**src/rtl/wb_split_bridge.sv**
```systemverilog
module wb_split_bridge #(
  parameter int         N_IO     = 3,
  parameter logic [3:0] BRAM_NIB = 4'h0,
  parameter logic [3:0] DRAM_NIB = 4'h4,
  parameter logic [7:0] IO_BASE  = 8'hC0,
  parameter logic [7:0] EXT_BASE = 8'hC8
) (
  input  logic               clk,
  input  logic               rst,
  input  logic               m_cyc,
  input  logic               m_stb,
  input  logic               m_we,
  input  logic [31:0]        m_adr,
  input  logic [7:0]         m_sel,
  input  logic [63:0]        m_dat_w,
  output logic [63:0]        m_dat_r,
  output logic               m_ack,
  output logic               m_stall,
  output logic [31:0]        d64_adr,
  output logic [63:0]        d64_dat_w,
  output logic [7:0]         d64_sel,
  output logic               d64_we,
  output logic               bram_cyc,
  output logic               bram_stb,
  input  logic [63:0]        bram_dat_r,
  input  logic               bram_ack,
  output logic               dram_cyc,
  output logic               dram_stb,
  input  logic [63:0]        dram_dat_r,
  input  logic               dram_ack,
  output logic [31:0]        io_adr,
  output logic [31:0]        io_dat_w,
  output logic [3:0]         io_sel,
  output logic               io_we,
  output logic [N_IO-1:0]    io_cyc,
  output logic [N_IO-1:0]    io_stb,
  input  logic [32*N_IO-1:0] io_dat_r,
  input  logic [N_IO-1:0]    io_ack,
  output logic               ext_cyc,
  output logic               ext_stb,
  input  logic [31:0]        ext_dat_r,
  input  logic               ext_ack
);

  typedef enum logic [1:0] {S_IDLE, S_LO, S_HI, S_ACK} st_t;

  st_t         st;
  logic [31:3] r_adr;
  logic [7:0]  r_sel;
  logic [63:0] r_dat;
  logic        r_we;
  logic [63:0] r_rd;

  logic hit_bram, hit_dram, hit_io;
  logic run, half, ext_hit, unmapped, sl_ack;
  logic [31:0] sl_dat;
  logic [N_IO-1:0] slot_hit;

  // first-level split
  assign hit_bram = m_adr[31:28] == BRAM_NIB;
  assign hit_dram = (m_adr[31:28] == DRAM_NIB) && !hit_bram;
  assign hit_io   = !hit_bram && !hit_dram;

  assign d64_adr   = m_adr;
  assign d64_dat_w = m_dat_w;
  assign d64_sel   = m_sel;
  assign d64_we    = m_we;
  assign bram_cyc  = m_cyc && hit_bram;
  assign bram_stb  = m_cyc && m_stb && hit_bram;
  assign dram_cyc  = m_cyc && hit_dram;
  assign dram_stb  = m_cyc && m_stb && hit_dram;

  // second-level decode on the registered address
  genvar k;
  generate
    for (k = 0; k < N_IO; k++) begin : g_slot
      assign slot_hit[k] = (r_adr[31:24] == IO_BASE) && (r_adr[23:16] == 8'h00) &&
                           (r_adr[15:12] == 4'(k));
    end
  endgenerate

  assign ext_hit  = r_adr[31:24] == EXT_BASE;
  assign unmapped = !ext_hit && !(|slot_hit);
  assign run      = (st == S_LO) || (st == S_HI);
  assign half     = st == S_HI;

  assign io_cyc   = run ? slot_hit : '0;
  assign io_stb   = io_cyc;
  assign ext_cyc  = run && ext_hit;
  assign ext_stb  = ext_cyc;
  assign io_adr   = {r_adr, half, 2'b00};
  assign io_sel   = half ? r_sel[7:4]   : r_sel[3:0];
  assign io_dat_w = half ? r_dat[63:32] : r_dat[31:0];
  assign io_we    = r_we;

  always_comb begin
    sl_ack = ext_hit && ext_ack;
    sl_dat = ext_dat_r;
    for (int i = 0; i < N_IO; i++) begin
      if (slot_hit[i]) begin
        sl_ack = io_ack[i];
        sl_dat = io_dat_r[i*32 +: 32];
      end
    end
    if (unmapped) begin
      sl_ack = 1'b1;
      sl_dat = '1;
    end
  end

  always_ff @(posedge clk) begin
    if (rst) begin
      st    <= S_IDLE;
      r_adr <= '0;
      r_sel <= '0;
      r_dat <= '0;
      r_we  <= 1'b0;
      r_rd  <= '0;
    end else begin
      case (st)
        S_IDLE: if (m_cyc && m_stb && hit_io) begin
          r_adr <= m_adr[31:3];
          r_sel <= m_sel;
          r_dat <= m_dat_w;
          r_we  <= m_we;
          r_rd  <= '0;
          st    <= (|m_sel[3:0] || !(|m_sel[7:4])) ? S_LO : S_HI;
        end
        S_LO: if (sl_ack) begin
          r_rd[31:0] <= sl_dat;
          st         <= (|r_sel[7:4]) ? S_HI : S_ACK;
        end
        S_HI: if (sl_ack) begin
          r_rd[63:32] <= sl_dat;
          st          <= S_ACK;
        end
        default: st <= S_IDLE;
      endcase
    end
  end

  assign m_stall = run;
  assign m_ack   = (m_cyc && hit_bram && bram_ack) || (m_cyc && hit_dram && dram_ack) ||
                   (st == S_ACK);
  assign m_dat_r = hit_bram ? bram_dat_r : hit_dram ? dram_dat_r : r_rd;

  assert_one_leg_R1: assert property (@(posedge clk) disable iff (rst)
    $onehot0({bram_cyc, dram_cyc, ext_cyc, io_cyc}));

  assert_io_hold_R2: assert property (@(posedge clk) disable iff (rst)
    (run && !sl_ack) |=> ($stable(io_adr) && $stable(io_sel) && $stable(io_dat_w) && $stable(io_we)));

  assert_ack_after_run_R4: assert property (@(posedge clk) disable iff (rst)
    (st == S_ACK) |-> $past(run));

  assert_unmapped_moves_R8: assert property (@(posedge clk) disable iff (rst)
    (st == S_LO && unmapped) |=> (st != S_LO));

  assert_no_ack_in_stall_R9: assert property (@(posedge clk) disable iff (rst)
    m_stall |-> !m_ack);

endmodule

```
**config.mk**
```make
export PLATFORM = sky130hd
export DESIGN_NAME = wb_split_bridge
export DESIGN_NICKNAME = d
export VERILOG_FILES = /design/src/rtl/wb_split_bridge.sv
export SDC_FILE = /design/constraint.sdc
export NUM_CORES = 1
export LEC_CHECK = 0
export BUFFER_PORTS_ARGS = -buffer_cell sky130_fd_sc_hd__buf_2
export CORE_AREA = 2 2 242 244
export DETAILED_ROUTE_END_ITERATION = 8
export DIE_AREA = 0 0 244 246
export GPL_TIMING_DRIVEN = 0
export PLACE_DENSITY = 0.39
export SLEW_MARGIN = 30
export SYNTH_ARGS = -nofsm -noshare
export SYNTH_HDL_FRONTEND = slang
export SYNTH_SLANG_ARGS = --single-unit
export TNS_END_PERCENT = 1
```
**constraint.sdc**
```tcl
create_clock -name clk -period 3.2 [get_ports clk]
set_input_delay 0.64 -clock clk [delete_from_list [all_inputs] [get_ports clk]]
set_output_delay 0.64 -clock clk [all_outputs]
set_load 0.1 [all_outputs]
```
==> results.env <==
SKEW_FINAL_NS=0.0110
SLEW-LIMIT-HEADROOM=0.428
SYNTHSIMPLEGATEAREAFRAC=0.172
CLOCK_LATENCY_ON_THE_WORST_SKEW_PAIR_NS=0.49
YS.WARNINGS.COUNT=0
CRITICAL_PATH_REQUIRED_NS=2.56
POST_SYNTH_INST_COUNT=1237
PERIOD_SHARE=0.980
TRITONCTS_CLOCK_TREE='yes'
P_LEAK_nW=6.84
FIRST_GLOBAL_VIAS=11000
SEQ_POWER_SHARE=0.253
DR.PASS1.ITERS=4
SYNTHESIS.AREA_PER_INSTANCE_SQ_UM=7.71
FLOORPLAN.DIE.HEIGHT_MICRONS=246
POSTSYNTH.TOPFLOPCELL='sky130_fd_sc_hd__dfxtp_1'
CRITICAL_PATH.ENDPOINT_TYPE='output port'
CLK_PATH_BUF_DEPTH=2
VIAS=10900
WIRELENGTH_MICRONS=53200
HOLDPATHEND='r_adr[16]$_SDFFE_PP0P_'
ROUTED_VIA_DENSITY=4.11
PORT_BUFFERS=616
POST-ROUTE-DRC-COUNT=0
DIE_WIDTH_MICRONS=244
WORST_SETUP_PATH_START_KIND='input pin'
AREA_FRACTION_IN_COMPOUND_GATES_AFTER_SYNTHESIS=0.190
RSZ0062_AT_GRT='yes'
PRE_CTS_SLACK_NS=-1.14
SYNTH_CELL_TYPES=38
FP.DIEAREA_SQ_MM=0.0600
DRIVE_GT1_FRAC=0.483
REG2REG_TO='r_dat[0]$_SDFFE_PP0P_'
WIRE_PER_INST_MICRONS=20.0
CLOCK_POWER_SHARE=0.202
FINALSETUPVIOLCOUNT=0
PWR-SHARE-COMB=0.545
SYNTH.AREA.MUX_SHARE=0.146
DRTITER0DRC=441
POWER_PER_CELL_AREA_mW_PER_MM2=701
TOTALNEGATIVESETUPSLACK_NS=0
NUMBER_OF_ANTENNA_VIOLATING_NETS_IN_THE_ROUTED_DESIGN=0
FLOORPLAN.ROWS=88
HOLD_VIOL_FINAL=0
TIGHTESTPINTRANSITION_NS=0.857
SYN_TO_FINAL_GROWTH_PCT=54.7
TIMING.HOLD.WORST_PATH_DEPTH=3
CLK_TRANSITION_REPORTED_PATHS_NS=0.06
POWER.SWITCHING_W=0.00546
TIMING.FINAL.CRIT_PERIOD_NS=3.14
SYNTH_XOR_AREA_FRAC=0
GLOBALROUTEOVERFLOWTOTAL=0
ASYNC_FLOP_SHARE=0
POWER.SHARE.SWITCHING=0.528
CRITICALPATHCATEGORY='in -> out'
CTS_SINKS=168
NUMBER_OF_FLOPS_MAPPED_TO_ENABLE_CELLS_BY_YOSYS=0
CTSROOTBUFFERMASTER='sky130_fd_sc_hd__clkbuf_16'
FINAL_CRITICAL_PATH_SETUP_SLACK_NS=0.0631
GP_ROUTABILITY_CONGESTION=0.860
DESIGN_POWER_TOTAL_W=0.0103
FMAX_GHz=0.319
WORST_HOLD_PATH_TYPE='in -> reg'
CTS_INSERTED_BUFFERS=17
FINAL-MAX-SLEW-VIOLATION-COUNT=0
GRT_MAX_DEGREE=17
HOLD_PATH_STARTPOINT='m_adr[16]'
REG2REG_SETUP_SLACK_NS=0.36
SYNTHESIZED_AREA_FRACTION_OCCUPIED_BY_ADDER_CELLS=0.00525
MAX-CAP-VIOLATIONS=0
VDD_DROP_MAX_mV=0.334
CTS_HTREE_LEVELS=4
SYN_AREA_SQ_MM=0.00954
AREA_OF_THE_CORE_SQ_MM=0.0574
SYNTH-SEQ-AREA-SHARE=0.353
INTERNAL_POWER_W=0.00488
INITIAL_UTILIZATION=0.166
RR_STARTPOINT='st[0]$_SDFFE_PP0P_'
RESULT_OF_THE_RUN='complete, no violations'
CP_DATA_ARRIVAL_TIME_NS=2.50
RR_WORST_DEPTH=8
PIN_COUNT=623
COMBINATIONAL_FAMILY_WITH_THE_MOST_AREA_AFTER_SYNTHESIS='compound AO/OA/AOI/OAI gates'
HPWLAFTERDP_MICRONS=44800
TIMING.CRITICAL_PATH.FANOUT_MAX=10
GRT_FIRST_PASS_WIRELENGTH_MICRONS=73000
GRT_ANTENNA_BEFORE_REPAIR=5
NUM-NETS-FINAL=2251
GROUTE.USAGE.OVERALL=0.170
SYNTH_SEQ_CELLS=168
[per-layer routing]
layer	vias to the layer above	wire length (microns)	GRT usage	share of wire
li1	5367	-	-	-
met5	-	23	0	0.00043
met4	4	1920	0.0689	0.036
met1	5038	20400	0.181	0.38
met3	60	3420	0.0453	0.064
met2	456	27400	0.316	0.52
[area by class of cell]
class / count / area [sq um]
Timing Repair Buffer: 620 / 3310
Clock inverter: 12 / 114
Fill cell: 6453 / 42600
Multi-Input combinational cell: 859 / 5160
Buffer: 204 / 1340
Antenna cell: 2 / 5.00
Sequential cell: 168 / 3380
Inverter: 6 / 22.5
Tap cell: 765 / 957
Clock buffer: 20 / 467
[registers in the layout, indices dropped and copies added (netlist names)]
| register | count |
|---|---|
| st | 2 |
| io_we | 1 |
| r_adr | 29 |
| r_sel | 8 |
| r_rd | 64 |
| r_dat | 64 |
[synthesized netlist by cell type, drive strengths merged, types with 2 or more instances]
library cell	instances	share of area
nand2b	2	0.0013
o21ai	65	0.034
o22ai	2	0.0026
nor4	4	0.0039
mux2i	96	0.10
a22o	64	0.059
inv	6	0.0024
buf	139	0.11
dfxtp	168	0.35
ha	4	0.0052
nand2	276	0.11
mux2	38	0.045
and2	2	0.0013
a21oi	168	0.088
o21a	2	0.0016
nor2	109	0.043
nand3	2	0.0010
nor2b	2	0.0013
nor3	8	0.0042
clkbuf	66	0.026
and3	2	0.0013
nor3b	3	0.0034
[repair_timing]
item	4_1_cts	5_1_grt
endpoints found under the setup margin	171	32
gates resized for setup	124	10
buffers inserted	3	0
cloned	0	0
pin swaps	4	1
hold buffers	0	0
[critical path, cell delays in order]
cell and delay, ns:
sky130_fd_sc_hd__buf_2 0.16, sky130_fd_sc_hd__nor3_4 0.29, sky130_fd_sc_hd__buf_4 0.23, sky130_fd_sc_hd__buf_2 0.25, sky130_fd_sc_hd__clkbuf_4 0.28, sky130_fd_sc_hd__nor2_1 0.07, sky130_fd_sc_hd__a21oi_1 0.26, sky130_fd_sc_hd__buf_6 0.29
[worst max path at each step]
stage	end	startpoint	cells past startpoint
6_report	m_dat_r[7]	m_adr[28]	8
5_1_grt	r_adr[20]$_SDFFE_PP0P_	st[0]$_SDFFE_PP0P_	8
4_1_cts	m_dat_r[7]	m_adr[28]	8
3_5_place_dp	io_stb[1]	r_adr[31]$_SDFFE_PP0P_	8
3_3_place_gp	m_dat_r[54]	m_adr[28]	7
2_1_floorplan	m_dat_r[11]	m_adr[31]	5
[placed cells by master (no fill, tap or decap), types with 3 or more instances in the layout]
cell and instances:
sky130_fd_sc_hd__buf_2 557, sky130_fd_sc_hd__nand2_1 274, sky130_fd_sc_hd__buf_4 179, sky130_fd_sc_hd__dfxtp_1 157, sky130_fd_sc_hd__a21oi_1 128, sky130_fd_sc_hd__nor2_1 106, sky130_fd_sc_hd__mux2i_1 95, sky130_fd_sc_hd__o21ai_0 64
sky130_fd_sc_hd__a22o_1 64, sky130_fd_sc_hd__clkbuf_1 46, sky130_fd_sc_hd__a21oi_2 40, sky130_fd_sc_hd__mux2_2 36, sky130_fd_sc_hd__clkbuf_16 17, sky130_fd_sc_hd__buf_6 14, sky130_fd_sc_hd__dfxtp_2 11, sky130_fd_sc_hd__clkbuf_2 10
sky130_fd_sc_hd__clkbuf_4 10, sky130_fd_sc_hd__inv_1 6, sky130_fd_sc_hd__buf_1 5, sky130_fd_sc_hd__clkbuf_8 4, sky130_fd_sc_hd__nor3_1 4, sky130_fd_sc_hd__ha_1 4, sky130_fd_sc_hd__inv_6 4, sky130_fd_sc_hd__nor3_4 3
sky130_fd_sc_hd__clkinv_2 3, sky130_fd_sc_hd__clkinv_4 3
[power groups by stage]
stage	combinational, W	sequential [W]	clock (W)
floorplan	0.00396	0.00286	0
global placement	0.00555	0.00264	0
detailed placement	0.00556	0.00265	0
CTS	0.00572	0.00261	0.00218
global route	0.00593	0.00265	0.00225
finish	0.00564	0.00261	0.00209
[through the flow]
step	hold WS (ns)	cell area, sq um	util	instances
2_1_floorplan	0.433	9740	-	1238
3_3_place_gp	0.439	13800	0.240	2619
3_5_place_dp	0.444	13800	0.241	2620
4_1_cts	0.354	14700	0.257	2654
5_1_grt	0.373	14800	0.257	2656
6_report	0.397	14800	0.257	2656
[cells by family after synthesis]
| kind of cell | count (synthesis) |
|---|---|
| AND/OR/NAND/NOR | 413 |
| AO/OA/AOI/OAI | 306 |
| buffers and inverters | 211 |
| flip-flops | 168 |
| multiplexers | 134 |
| adder cells (fa/ha/maj) | 4 |
| other | 1 |
No activity file was read; power rests on OpenSTA's default activity.
